<file path="config.mk">
export PLATFORM = sky130hd
export DESIGN_NAME = nvm_burst_reader
export DESIGN_NICKNAME = d
export VERILOG_FILES = /design/src/rtl/nvmrd_pkg.sv /design/src/rtl/nvmrd_range_chk.sv /design/src/rtl/nvmrd_poll_timer.sv /design/src/rtl/nvm_burst_reader.sv
export SDC_FILE = /design/constraint.sdc
export NUM_CORES = 1
export LEC_CHECK = 0
export ABC_AREA = 0
export BUFFER_PORTS_ARGS = -buffer_cell sky130_fd_sc_hd__buf_2
export CORE_ASPECT_RATIO = 1.5
export CORE_MARGIN = 5
export CORE_UTILIZATION = 50
export CTS_CLUSTER_SIZE = 20
export DETAILED_ROUTE_END_ITERATION = 12
export GPL_ROUTABILITY_DRIVEN = 0
export MAX_ROUTING_LAYER = met4
export PLACE_DENSITY = 0.84
export SLEW_MARGIN = 20
export SYNTH_ARGS = -nofsm -noshare
export SYNTH_HDL_FRONTEND = slang
export SYNTH_SLANG_ARGS = --single-unit
</file>
<file path="constraint.sdc">
create_clock -name clk -period 5.3 [get_ports clk]
set_clock_uncertainty 0.1 [all_clocks]
set_input_delay 0 -clock clk [delete_from_list [all_inputs] [get_ports clk]]
set_output_delay 0 -clock clk [all_outputs]
set_load 0.01 [all_outputs]
</file>
<file path="src/rtl/nvmrd_pkg.sv">
package nvmrd_pkg;

    localparam int WORD_W    = 16;
    localparam int REG_W     = 32;
    localparam int FADDR_W   = 14;
    localparam int START_BIT = 0;
    localparam int DONE_BIT  = 1;
    localparam int ADDR_LSB  = 2;
    localparam int DATA_LSB  = 16;

    typedef enum logic [1:0] {
        ST_IDLE,
        ST_ISSUE,
        ST_WAIT,
        ST_POLL
    } rd_state_e;

    typedef struct packed {
        logic [WORD_W-1:0]  data;
        logic [FADDR_W-1:0] addr;
        logic               done;
        logic               start;
    } nvm_reg_t;

    function automatic logic [REG_W-1:0] make_cmd(input logic [FADDR_W-1:0] a);
        nvm_reg_t c;
        c.data  = '0;
        c.addr  = a;
        c.done  = 1'b0;
        c.start = 1'b1;
        return c;
    endfunction

endpackage

</file>
<file path="src/rtl/nvmrd_range_chk.sv">
module nvmrd_range_chk #(
    parameter int MEM_WORDS = 1024,
    parameter int ADDR_W    = 14,
    parameter int CNT_W     = 15
) (
    input  logic [ADDR_W-1:0] offset,
    input  logic [CNT_W-1:0]  count,
    output logic              fits
);
    localparam logic [31:0] MEM_U = 32'(MEM_WORDS);

    logic [31:0] off_u;
    logic [31:0] cnt_u;

    always_comb begin
        off_u = 32'(offset);
        cnt_u = 32'(count);
        fits  = (off_u < MEM_U) && (cnt_u != 32'd0) && (cnt_u <= (MEM_U - off_u));
    end
endmodule

</file>
<file path="src/rtl/nvmrd_poll_timer.sv">
module nvmrd_poll_timer #(
    parameter int POLL_CYCLES = 1250,
    parameter int MAX_POLLS   = 100000
) (
    input  logic clk,
    input  logic rst,
    input  logic arm,
    input  logic wait_en,
    input  logic missed,
    output logic due,
    output logic spent
);
    localparam int IW = $clog2(POLL_CYCLES + 1);
    localparam int PW = $clog2(MAX_POLLS + 1);

    logic [IW-1:0] icnt;
    logic [PW-1:0] pcnt;

    assign due   = (icnt == IW'(POLL_CYCLES - 1));
    assign spent = (pcnt == PW'(MAX_POLLS - 1));

    always_ff @(posedge clk) begin
        if (rst) begin
            icnt <= '0;
            pcnt <= '0;
        end else begin
            if (arm || missed)
                icnt <= '0;
            else if (wait_en && !due)
                icnt <= icnt + IW'(1);

            if (arm)
                pcnt <= '0;
            else if (missed && !spent)
                pcnt <= pcnt + PW'(1);
        end
    end
endmodule

</file>
<file path="src/rtl/nvm_burst_reader.sv">
module nvm_burst_reader
    import nvmrd_pkg::*;
#(
    parameter int MEM_WORDS = 1024,
    parameter int CLK_MHZ   = 250,
    parameter int POLL_US   = 5,
    parameter int MAX_POLLS = 100000
) (
    input  logic                 clk,
    input  logic                 rst,
    input  logic                 go,
    input  logic [FADDR_W-1:0]   offset,
    input  logic [FADDR_W:0]     count,
    output logic                 busy,
    output logic                 done,
    output logic                 err,
    output logic                 word_valid,
    output logic [WORD_W-1:0]    word_data,
    output logic                 cmd_wr,
    output logic [REG_W-1:0]     cmd_word,
    input  logic [REG_W-1:0]     stat_word
);
    localparam int POLL_CYCLES = CLK_MHZ * POLL_US;
    localparam int CNT_W       = FADDR_W + 1;

    rd_state_e          state;
    logic [FADDR_W-1:0] cur_addr;
    logic [CNT_W-1:0]   left;
    logic               busy_r, done_r, err_r, wv_r;
    logic [WORD_W-1:0]  wd_r;

    logic               range_ok;
    logic               poll_due, polls_spent;
    logic               resp_done;
    logic [WORD_W-1:0]  resp_data;
    logic               stat_unused_bits;

    assign resp_done        = stat_word[DONE_BIT];
    assign resp_data        = stat_word[DATA_LSB +: WORD_W];
    assign stat_unused_bits = ^{stat_word[DATA_LSB-1:ADDR_LSB], stat_word[START_BIT]};

    nvmrd_range_chk #(
        .MEM_WORDS (MEM_WORDS),
        .ADDR_W    (FADDR_W),
        .CNT_W     (CNT_W)
    ) u_range (
        .offset (offset),
        .count  (count),
        .fits   (range_ok)
    );

    nvmrd_poll_timer #(
        .POLL_CYCLES (POLL_CYCLES),
        .MAX_POLLS   (MAX_POLLS)
    ) u_timer (
        .clk     (clk),
        .rst     (rst),
        .arm     (state == ST_ISSUE),
        .wait_en (state == ST_WAIT),
        .missed  ((state == ST_POLL) && !resp_done),
        .due     (poll_due),
        .spent   (polls_spent)
    );

    always_ff @(posedge clk) begin
        if (rst) begin
            state    <= ST_IDLE;
            cur_addr <= '0;
            left     <= '0;
            busy_r   <= 1'b0;
            done_r   <= 1'b0;
            err_r    <= 1'b0;
            wv_r     <= 1'b0;
            wd_r     <= '0;
        end else begin
            done_r <= 1'b0;
            err_r  <= 1'b0;
            wv_r   <= 1'b0;
            case (state)
                ST_IDLE: begin
                    if (go) begin
                        if (range_ok) begin
                            busy_r   <= 1'b1;
                            cur_addr <= offset;
                            left     <= count;
                            state    <= ST_ISSUE;
                        end else begin
                            done_r <= 1'b1;
                            err_r  <= 1'b1;
                        end
                    end
                end
                ST_ISSUE: state <= ST_WAIT;
                ST_WAIT: begin
                    if (poll_due)
                        state <= ST_POLL;
                end
                ST_POLL: begin
                    if (resp_done) begin
                        wv_r <= 1'b1;
                        wd_r <= resp_data;
                        if (left == CNT_W'(1)) begin
                            done_r <= 1'b1;
                            busy_r <= 1'b0;
                            state  <= ST_IDLE;
                        end else begin
                            left     <= left - CNT_W'(1);
                            cur_addr <= cur_addr + FADDR_W'(1);
                            state    <= ST_ISSUE;
                        end
                    end else if (polls_spent) begin
                        done_r <= 1'b1;
                        err_r  <= 1'b1;
                        busy_r <= 1'b0;
                        state  <= ST_IDLE;
                    end else begin
                        state <= ST_WAIT;
                    end
                end
                default: state <= ST_IDLE;
            endcase
        end
    end

    assign busy       = busy_r;
    assign done       = done_r;
    assign err        = err_r;
    assign word_valid = wv_r;
    assign word_data  = wd_r;
    assign cmd_wr     = (state == ST_ISSUE);
    assign cmd_word   = make_cmd(cur_addr);

endmodule

</file>
==> results of run 1 <==
## routing by layer
metal	part of all wire [%]	routed length (µm)	vias to the layer above	track usage, %
li1	-	-	2325	-
met1	39	5140	2318	27.12
met2	54	7186	171	43.90
met3	5.2	688	27	2.926
met4	2.5	331	0	10.78
met5	0	0	-	-
## flip-flops by register name (all words and copies together), names as in the netlist
signal        cells
u_timer.icnt     11
cur_addr         14
word_data        16
busy              1
err               1
u_timer.pcnt     17
done              1
word_valid        1
left             15
state             2
## cell families (layout without fill, tap and decap cells)
family,after synthesis,after routing,synth area share (%)
AND/OR/NAND/NOR,251,251,26.17
AO/OA/AOI/OAI,141,141,18.94
flip-flops,79,79,33.47
buffers and inverters,72,164,7.362
XOR/XNOR,33,33,6.118
adder cells (fa/ha/maj),26,26,6.886
multiplexers,4,4,0.9004
other,2,18,0.1590
## repair_timing
item / 4_1_cts / 5_1_grt
endpoints found under the hold margin: 36 / 0
hold buffers: 36 / 0
setup endpoints to repair: 0 / 0
## area by class of cell
type,count,area (µm²),share of cell area [%]
tap,112,140.1,2.416
clock buffer,11,242.7,4.185
clock inverter,5,81.33,1.402
timing repair buffer,123,805.8,13.89
multi-input combinational,473,2855,49.22
inverter,25,93.84,1.618
sequential,79,1582,27.26
## path summary, 6_finish.rpt
check | from | endpoint | cells after the start
worst min register to register | word_data[8] | word_data[8] | 2
worst max-delay path | offset[3] | left[5] | 14
worst min-delay path | count[3] | left[3] | 4
worst max register to register | left[4] | left[5] | 7
## critical path, cell delays in order
cell and delay [ps]:
dlygate4sd3_1 550, buf_2 160, or3_4 410, o41ai_4 430, nand2_1 110, xnor2_1 160
ha_1 310, nand3b_1 150, nor4_1 400, nor2b_1 240, o31a_1 230, o21ba_1 910
o21ai_0 290, a21oi_1 180
## stage by stage
| step | util [%] | std cells | area (µm²) |
|---|---|---|---|
| after floorplan | - | 624 | 4785 |
| after global routing | 62.68 | 828 | 5801 |
| final | 62.68 | 828 | 5801 |
| after detailed placement | 55.29 | 776 | 5116 |
| after global placement | 55.29 | 776 | 5116 |
| after CTS | 62.68 | 828 | 5801 |
## cell usage in the layout (no fill, tap or decap), types with 10 or more instances in the layout
master         count
nor3_1            23
ha_1              26
o21ai_0           29
nor2_1            57
dlygate4sd3_1     36
inv_1             25
o32ai_1           12
nand4_1           12
dfxtp_1           79
and3_1            10
nand3_1           21
conb_1            18
nand2_1           72
nor4_1            13
a21oi_1           57
xor2_1            24
buf_2             83
## power breakdown
part | leakage (nW) | internal [W] | switching [W] | total (W)
clock | 0.156 | 0.000425 | 0.000249 | 0.000674
sequential | 0.637 | 0.000613 | 0.0000168 | 0.000630
combinational | 1.56 | 0.000111 | 0.000167 | 0.000277
==> impl_metrics.env, run 1 <==
export IMPL_synth_most_common_cell="dfxtp_1"
export IMPL_seq_area_frac_synth_pct=33.47
export IMPL_grt_usage_pct=24.73
export IMPL_irDropWorstVdd_v=0.0002085
export IMPL_clock_sinks=79
export IMPL_rows=43
export IMPL_start_kind="primary input"
export IMPL_viasPerCell=5.847
export IMPL_power_w=0.001581
export IMPL_die_x_um=89.37
export IMPL_grt_pass1_vias=4814
export IMPL_pin_count=117
export IMPL_netlist_area_mm2=0.004725
export IMPL_cts_max_level=3
export IMPL_critPathKind="primary input to flip-flop"
export IMPL_core_area_mm2=0.009254
export IMPL_clk_latency_ps=350
export IMPL_max_cap_violations=0
export IMPL_synthTopCellsByCount="79 x dfxtp_1, 72 x nand2_1, 57 x a21oi_1, 57 x nor2_1, 29 x o21ai_0"
export IMPL_synth_area_top_cells="dfxtp_1 33%, ha_1 6.9%, a21oi_1 6.0%"
export IMPL_drc_errors=0
export IMPL_dpl_hpwl_mm=8.951
export IMPL_pre_cts_slack_ps=1237
export IMPL_crit_arrival_ps=4540
export IMPL_whs_ps=7.822
export IMPL_fmax_ghz=0.2283
export IMPL_critPathMaxFanout=30
export IMPL_syn_mean_instance_area_um2=7.771
export IMPL_cts_buffers=9
export IMPL_routed_wl_mm=13.35
export IMPL_synth_top_cell_by_area="dfxtp_1"
export IMPL_root_buffer="clkbuf_16"
export IMPL_cts_max_path_buffers=2
export IMPL_rsz0062_at_grt="no"
export IMPL_grt_max_degree=59
export IMPL_cts_setup_buffers=0
export IMPL_async_reset_ff_share_pct=0
export IMPL_yosysWarnings=0
export IMPL_gr_total_overflow=0
export IMPL_hold_violations=0
export IMPL_reg2reg_slack_ps=2080
export IMPL_start_util_pct=51.05
export IMPL_synth_main_ff_cell="dfxtp_1"
export IMPL_synth_top_area_share_pct=33.47
export IMPL_grt_pass1_wl_mm=21.95
export IMPL_required_ps=5460
export IMPL_dieArea_mm2=0.01153
export IMPL_slew_headroom_pct=25.72
export IMPL_status="completed"
export IMPL_drive_gt1_share_pct=15.64
export IMPL_antenna_found_initial=0
export IMPL_fillers=779
export IMPL_ant_nets=0
export IMPL_end_kind="flip-flop"
export IMPL_tns_ps=0
export IMPL_nets=801
export IMPL_drt_initial_drc_count=267
export IMPL_hold_path_class="primary input to flip-flop"
export IMPL_cts_resized=0
export IMPL_powerDensity_mw_per_mm2=272.6
export IMPL_fin_crit_sh_pct=82.65
export IMPL_setup_viol=0
export IMPL_n_antenna_cell=0
export IMPL_tightest_slew_ps=1114
export IMPL_layout_setup_ws_ps=919.8
export IMPL_vias=4841
export IMPL_drt_first_pass_iters=5
export IMPL_die_h_um=129.1
export IMPL_synthCells=608
export IMPL_port_buffers=83
export IMPL_synth_edf_count=0
export IMPL_finalMaxSlewViolations=0
export IMPL_area_growth_pct=22.78
export IMPL_wl_per_cell_um=16.12
export IMPL_period_needed_ps=4380
export IMPL_clkSlewWorstSetupHoldPaths_ps=60
export IMPL_cts_tree="done"
export IMPL_synth_cell_type_count=58
export IMPL_ys_ff_latch=79
export IMPL_leakagePower_nw=2.353
Note: power is estimated with default switching activity, not from simulation.
==> run 2, diff against run 1 <==
ABC_AREA = 1   (was 0)
PLACE_DENSITY = 0.86   (was 0.84)
clock period = 4 ns   (was 5.3 ns; I/O delays follow)
==> run 2 against run 1 <==
Design area increased by 7.1%; synthesized cell count increased by 32%; critical path depth increased by 9; register-to-register slack got worse by 760 ps; synthesized area increased by 9.3%; via count increased by 9.3%; combinational power increased by 31%; sequential share of layout area decreased by 1.8 points; critical endpoint is now cur_addr[8].
==> impl_metrics.env, run 2 <==
export IMPL_cts_resized=0
export IMPL_async_reset_ff_share_pct=0
export IMPL_grt_max_degree=48
export IMPL_irDropWorstVdd_v=0.0002569
export IMPL_start_kind="primary input"
export IMPL_drt_initial_drc_count=269
export IMPL_synth_main_ff_cell="dfxtp_1"
export IMPL_tns_ps=0
export IMPL_netlist_area_mm2=0.005164
export IMPL_mostFrequentLayoutCells="159 x nand2_1, 136 x nor2_1, 113 x inv_1, 83 x buf_2, 79 x dfxtp_1"
export IMPL_drive_gt1_share_pct=13.10
export IMPL_die_x_um=92.98
export IMPL_viasPerCell=5.117
export IMPL_layout_commonest_cell="nand2_1"
export IMPL_slew_headroom_pct=52.12
export IMPL_dieArea_mm2=0.01250
export IMPL_crit_path_frequent_cell="nand2_1"
export IMPL_cts_buffers=9
export IMPL_yosysWarnings=0
export IMPL_powerDensity_mw_per_mm2=329.3
export IMPL_multiInputGateArea_mm2=0.002955
export IMPL_die_h_um=134.5
export IMPL_status="completed"
export IMPL_leakagePower_nw=2.986
export IMPL_antenna_found_initial=0
export IMPL_clkSlewWorstSetupHoldPaths_ps=70
export IMPL_syn_mean_instance_area_um2=6.423
export IMPL_area_growth_pct=20.31
export IMPL_whs_ps=5.388
export IMPL_cts_tree="done"
export IMPL_synth_top_area_share_pct=30.63
export IMPL_largest_register="u_timer.pcnt"
export IMPL_tightest_slew_ps=715.6
export IMPL_pin_count=117
export IMPL_synthTopCellsByCount="159 x nand2_1, 136 x nor2_1, 113 x inv_1"
export IMPL_crit_buf_inv=6
export IMPL_setup_viol=0
export IMPL_synth_area_top_cells="dfxtp_1 31%, nand2_1 12%, nor2_1 9.9%"
export IMPL_finalMaxSlewViolations=0
export IMPL_fin_crit_sh_pct=82.79
export IMPL_path_cells="dlygate4sd3_1, buf_2, nor2_2, inv_1, nor3_1, nand2_1, xor2_1, inv_1, ha_1, nand2_1, o21ai_0, nand3_1, nand2_1, inv_1, nand2_1, nand2_1, nand2_2, nand2_4, nand3_2, buf_4, nand2_1, nand2_1, nor2_1"
export IMPL_synth_most_common_cell="nand2_1"
export IMPL_slowest_stage="dlygate4sd3_1"
export IMPL_ff_latch_area_mm2=0.001582
export IMPL_required_ps=4130
export IMPL_start_util_pct=50.95
export IMPL_grt_usage_pct=21.91
export IMPL_grt_pass1_vias=5034
export IMPL_clock_sinks=79
export IMPL_fillers=911
export IMPL_cpPeakStageDelay_ps=540
export IMPL_synth_cell_type_count=40
export IMPL_hold_path_class="primary input to flip-flop"
export IMPL_port_buffers=83
export IMPL_cts_max_path_buffers=2
export IMPL_critPathKind="primary input to flip-flop"
export IMPL_drt_first_pass_iters=4
export IMPL_root_buffer="clkbuf_16"
export IMPL_synth_top_cell_by_area="dfxtp_1"
export IMPL_drc_errors=0
export IMPL_end_kind="flip-flop"
export IMPL_fmax_ghz=0.3020
export IMPL_gr_total_overflow=0
export IMPL_seq_area_frac_synth_pct=30.63
export IMPL_cts_max_level=3
export IMPL_wl_per_cell_um=12.63
export IMPL_dpl_hpwl_mm=9.270
export IMPL_synthCells=804
export IMPL_critPathMaxFanout=47
export IMPL_nets=1001
export IMPL_ant_nets=0
export IMPL_grt_pass1_wl_mm=22.01
export IMPL_hold_violations=0
export IMPL_cts_setup_buffers=0
export IMPL_core_area_mm2=0.01013
export IMPL_crit_arrival_ps=3450
export IMPL_clk_latency_ps=340
export IMPL_largest_reg_flops=17
export IMPL_rows=45
export IMPL_max_cap_violations=0
export IMPL_ys_ff_latch=79
export IMPL_period_needed_ps=3312
export IMPL_vias=5291
export IMPL_path_delay_family="simple AND/OR/NAND/NOR gates"
export IMPL_rsz0062_at_grt="no"
export IMPL_routed_wl_mm=13.06
export IMPL_synth_edf_count=0
run 2: changes by cell type after synthesis, moves of 10 or more:
cell and delta:
a21oi_1 -12, clkbuf_1 -12, inv_1 +88, nand2_1 +87, nand3_1 +10, nand4_1 +15
nor2_1 +79, o21ai_0 +36, o32ai_1 -12
run 2: cell families (layout without fill, tap and decap cells):
family / count (synthesis) / after routing / synth area share, %
simple gates: 394 / 394 / 32.93
other cells: 2 / 19 / 0.1454
flops: 79 / 79 / 30.63
mux: 1 / 1 / 0.1939
buf+inv: 156 / 252 / 13.30
fa+ha+maj: 26 / 26 / 6.300
xor+xnor: 23 / 23 / 3.901
compound gates: 123 / 123 / 12.60
run 2: timing repair:
action,in CTS,in global routing
hold buffers,33,0
setup endpoints to repair,0,0
hold endpoints to repair,34,0
run 2: metrics by stage:
stage                     util [%]  setup WS, ps  instances  area, µm²  total power [W]
after global routing         61.27         396.2       1033       6210         0.002157
after detailed placement     54.94         823.9        984       5568         0.001180
after CTS                    61.27         716.5       1033       6210         0.002061
after floorplan                  -          1568        820       5224         0.001097
after global placement       54.94         866.7        984       5568         0.001173
final                        61.30         688.5       1034       6212         0.002046
run 2: area by class of cell:
class / instances / share of cell area, %
inverter: 115 / 6.949
timing repair buffer: 121 / 12.61
sequential: 79 / 25.46
antenna: 1 / 0.04028
clock inverter: 7 / 1.390
tap: 117 / 2.356
multi-input combinational: 585 / 47.57
clock buffer: 9 / 3.625
run 2: path summary, 6_finish.rpt:
check | cells past startpoint | end | slack [ps] | from
worst max register to register | 8 | u_timer.icnt[10] | 1320 | state[1]
worst min register to register | 2 | u_timer.icnt[6] | 380 | u_timer.icnt[6]
worst min-delay path | 5 | left[14] | 5 | count[14]
worst max-delay path | 23 | cur_addr[8] | 690 | offset[7]
run 2: power by group:
part	switching, W	total, W	internal (W)
registers	0.0000204	0.000831	0.000811
logic	0.000221	0.000362	0.000141
clock network	0.000355	0.000852	0.000498
total	0.000596	0.00205	0.00145
run 2: tightest hold or removal path, stage by stage:
cell and delay, ps:
buf_2 110, inv_1 70, o21ai_0 70, nor2_1 100, nor2_1 50
run 2: metal layers:
metal	share of wire, %	vias to the layer above	track usage, %	wire length, µm
li1	-	2759	-	-
met1	40	2338	24.40	5276
met2	51	163	38.36	6704
met3	5.3	31	3.400	693
met4	3.0	0	9.698	389
met5	0	-	-	0
==> run 3, diff against run 2 <==
PLACE_DENSITY = 0.83   (was 0.86)
clock period = 3.4 ns   (was 4 ns; I/O delays follow)
==> run 3 against run 2 <==
Global-route usage is essentially flat; design area grew 0.64%; cell count grew 0.29%; core utilization grew 0.40 points; register-to-register slack lost 310 ps; highest routed layer unchanged; sequential share of layout area shrank 0.16 points; setup slack lost 400 ps; combinational power grew 20%; non-clock buffer count grew 3; die area is the same; largest cell class unchanged; routed wire length grew 2.1%; power grew 17%.
==> impl_metrics.env, run 3 (synthesis gave the netlist of run 2 again) <==
export IMPL_cts_buffers=9
export IMPL_irDropWorstVdd_v=0.0003577
export IMPL_mostFrequentLayoutCells="159 x nand2_1, 136 x nor2_1, 113 x inv_1, 83 x buf_2, 79 x dfxtp_1"
export IMPL_tightest_slew_ps=998.6
export IMPL_start_util_pct=50.95
export IMPL_cts_max_path_buffers=2
export IMPL_start_kind="primary input"
export IMPL_antenna_found_initial=0
export IMPL_largest_reg_flops=17
export IMPL_layout_commonest_cell="nand2_1"
export IMPL_max_cap_violations=0
export IMPL_gr_total_overflow=0
export IMPL_drc_errors=0
export IMPL_grt_pass1_wl_mm=21.65
export IMPL_area_growth_pct=21.08
export IMPL_hold_violations=0
export IMPL_period_needed_ps=3110
export IMPL_die_x_um=92.98
export IMPL_grt_usage_pct=21.87
export IMPL_dpl_hpwl_mm=9.425
export IMPL_slew_headroom_pct=33.36
export IMPL_hold_path_class="primary input to flip-flop"
export IMPL_leakagePower_nw=3.000
export IMPL_cp_startpoint="offset[1]"
export IMPL_required_ps=3580
export IMPL_root_buffer="clkbuf_16"
export IMPL_grt_pass1_vias=5035
export IMPL_clk_latency_ps=340
export IMPL_clock_sinks=79
export IMPL_largest_register="u_timer.pcnt"
export IMPL_critPathMaxFanout=47
export IMPL_fillers=903
export IMPL_nets=1004
export IMPL_powerDensity_mw_per_mm2=382.7
export IMPL_crit_arrival_ps=3290
export IMPL_core_area_mm2=0.01013
export IMPL_drt_first_pass_iters=4
export IMPL_layoutNonFillerInstCount=1037
export IMPL_die_h_um=134.5
export IMPL_status="completed"
export IMPL_drt_initial_drc_count=286
export IMPL_fin_crit_sh_pct=91.46
export IMPL_multiInputGateArea_mm2=0.002969
export IMPL_setup_viol=0
export IMPL_cts_tree="done"
export IMPL_port_buffers=83
export IMPL_placedCellCount=985
export IMPL_power_w=0.002393
export IMPL_tns_ps=0
export IMPL_finalMaxSlewViolations=0
export IMPL_wl_per_cell_um=12.86
export IMPL_cts_max_level=3
export IMPL_end_kind="flip-flop"
export IMPL_dieArea_mm2=0.01250
export IMPL_rows=45
export IMPL_grt_max_degree=48
export IMPL_rsz0062_at_grt="no"
export IMPL_ant_nets=0
export IMPL_reg2reg_from="state[1]"
export IMPL_fmax_ghz=0.3216
export IMPL_ff_latch_area_mm2=0.001582
export IMPL_vias=5393
export IMPL_hp_start="offset[2]"
export IMPL_critPathKind="primary input to flip-flop"
export IMPL_routed_wl_mm=13.34
export IMPL_pin_count=117
export IMPL_drive_gt1_share_pct=13.17
export IMPL_viasPerCell=5.201
export IMPL_clkSlewWorstSetupHoldPaths_ps=70
[run 3: final cells by class]
class / count / share of cell area (%)
Antenna cell: 1 / 0.04002
Clock buffer: 10 / 3.662
Clock inverter: 6 / 1.101
Inverter: 115 / 6.904
Multi-Input combinational cell: 585 / 47.49
Sequential cell: 79 / 25.30
Tap cell: 117 / 2.341
Timing Repair Buffer: 124 / 13.17
[run 3: final timing paths]
| check | cells past startpoint | slack (ps) | end |
|---|---|---|---|
| min reg2reg | 2 | 380 | word_data[6] |
| max | 23 | 290 | cur_addr[11] |
| min | 5 | 20 | cur_addr[2] |
| max reg2reg | 10 | 1010 | u_timer.pcnt[9] |
[run 3: repair_timing]
action                                  CTS  global route
hold buffers                             35             0
endpoints found under the setup margin    0            29
hold endpoints to repair                 36             0
resized for setup                         0             2
buffers inserted                          0             0
[run 3: power by group]
group / switching [W] / internal [W] / total, W
combinational: 0.000262 / 0.000172 / 0.000434
clock: 0.000407 / 0.000574 / 0.000981
sequential: 0.0000242 / 0.000954 / 0.000978
[run 3: routing by layer]
metal,share of wire (%),GRT usage [%]
met3,4.4,4.292
met1,40,22.65
met4,3.6,10.92
met5,0,-
met2,52,39.00
[run 3: per-stage QoR]
step                      hold WS [ps]  area, µm²  util (%)  worst slack [ps]
after floorplan                 -30.93       5224         -             967.6
after global placement           149.3       5588     55.14             443.4
after detailed placement         159.1       5588     55.14             368.7
after CTS                        3.745       6236     61.53             186.1
after global routing             50.31       6250     61.67             11.02
final                            19.61       6252     61.69             290.4
[run 3: critical path, stage by stage]
cell           delay, ps
dlygate4sd3_1        530
buf_2                140
inv_1                 70
ha_1                 170
nand2_1              120
nor3_2               230
nand2_1              120
xor2_1               200
inv_1                 60
ha_1                 270
nand2_1               50
inv_1                 50
nand3_1               90
o31ai_1              240
inv_1                 70
nand2_1               80
nand2_2              100
nand2_8              140
nand3_2              100
buf_12               210
nand2_1               70
nand2_1               40
nor2_1               120
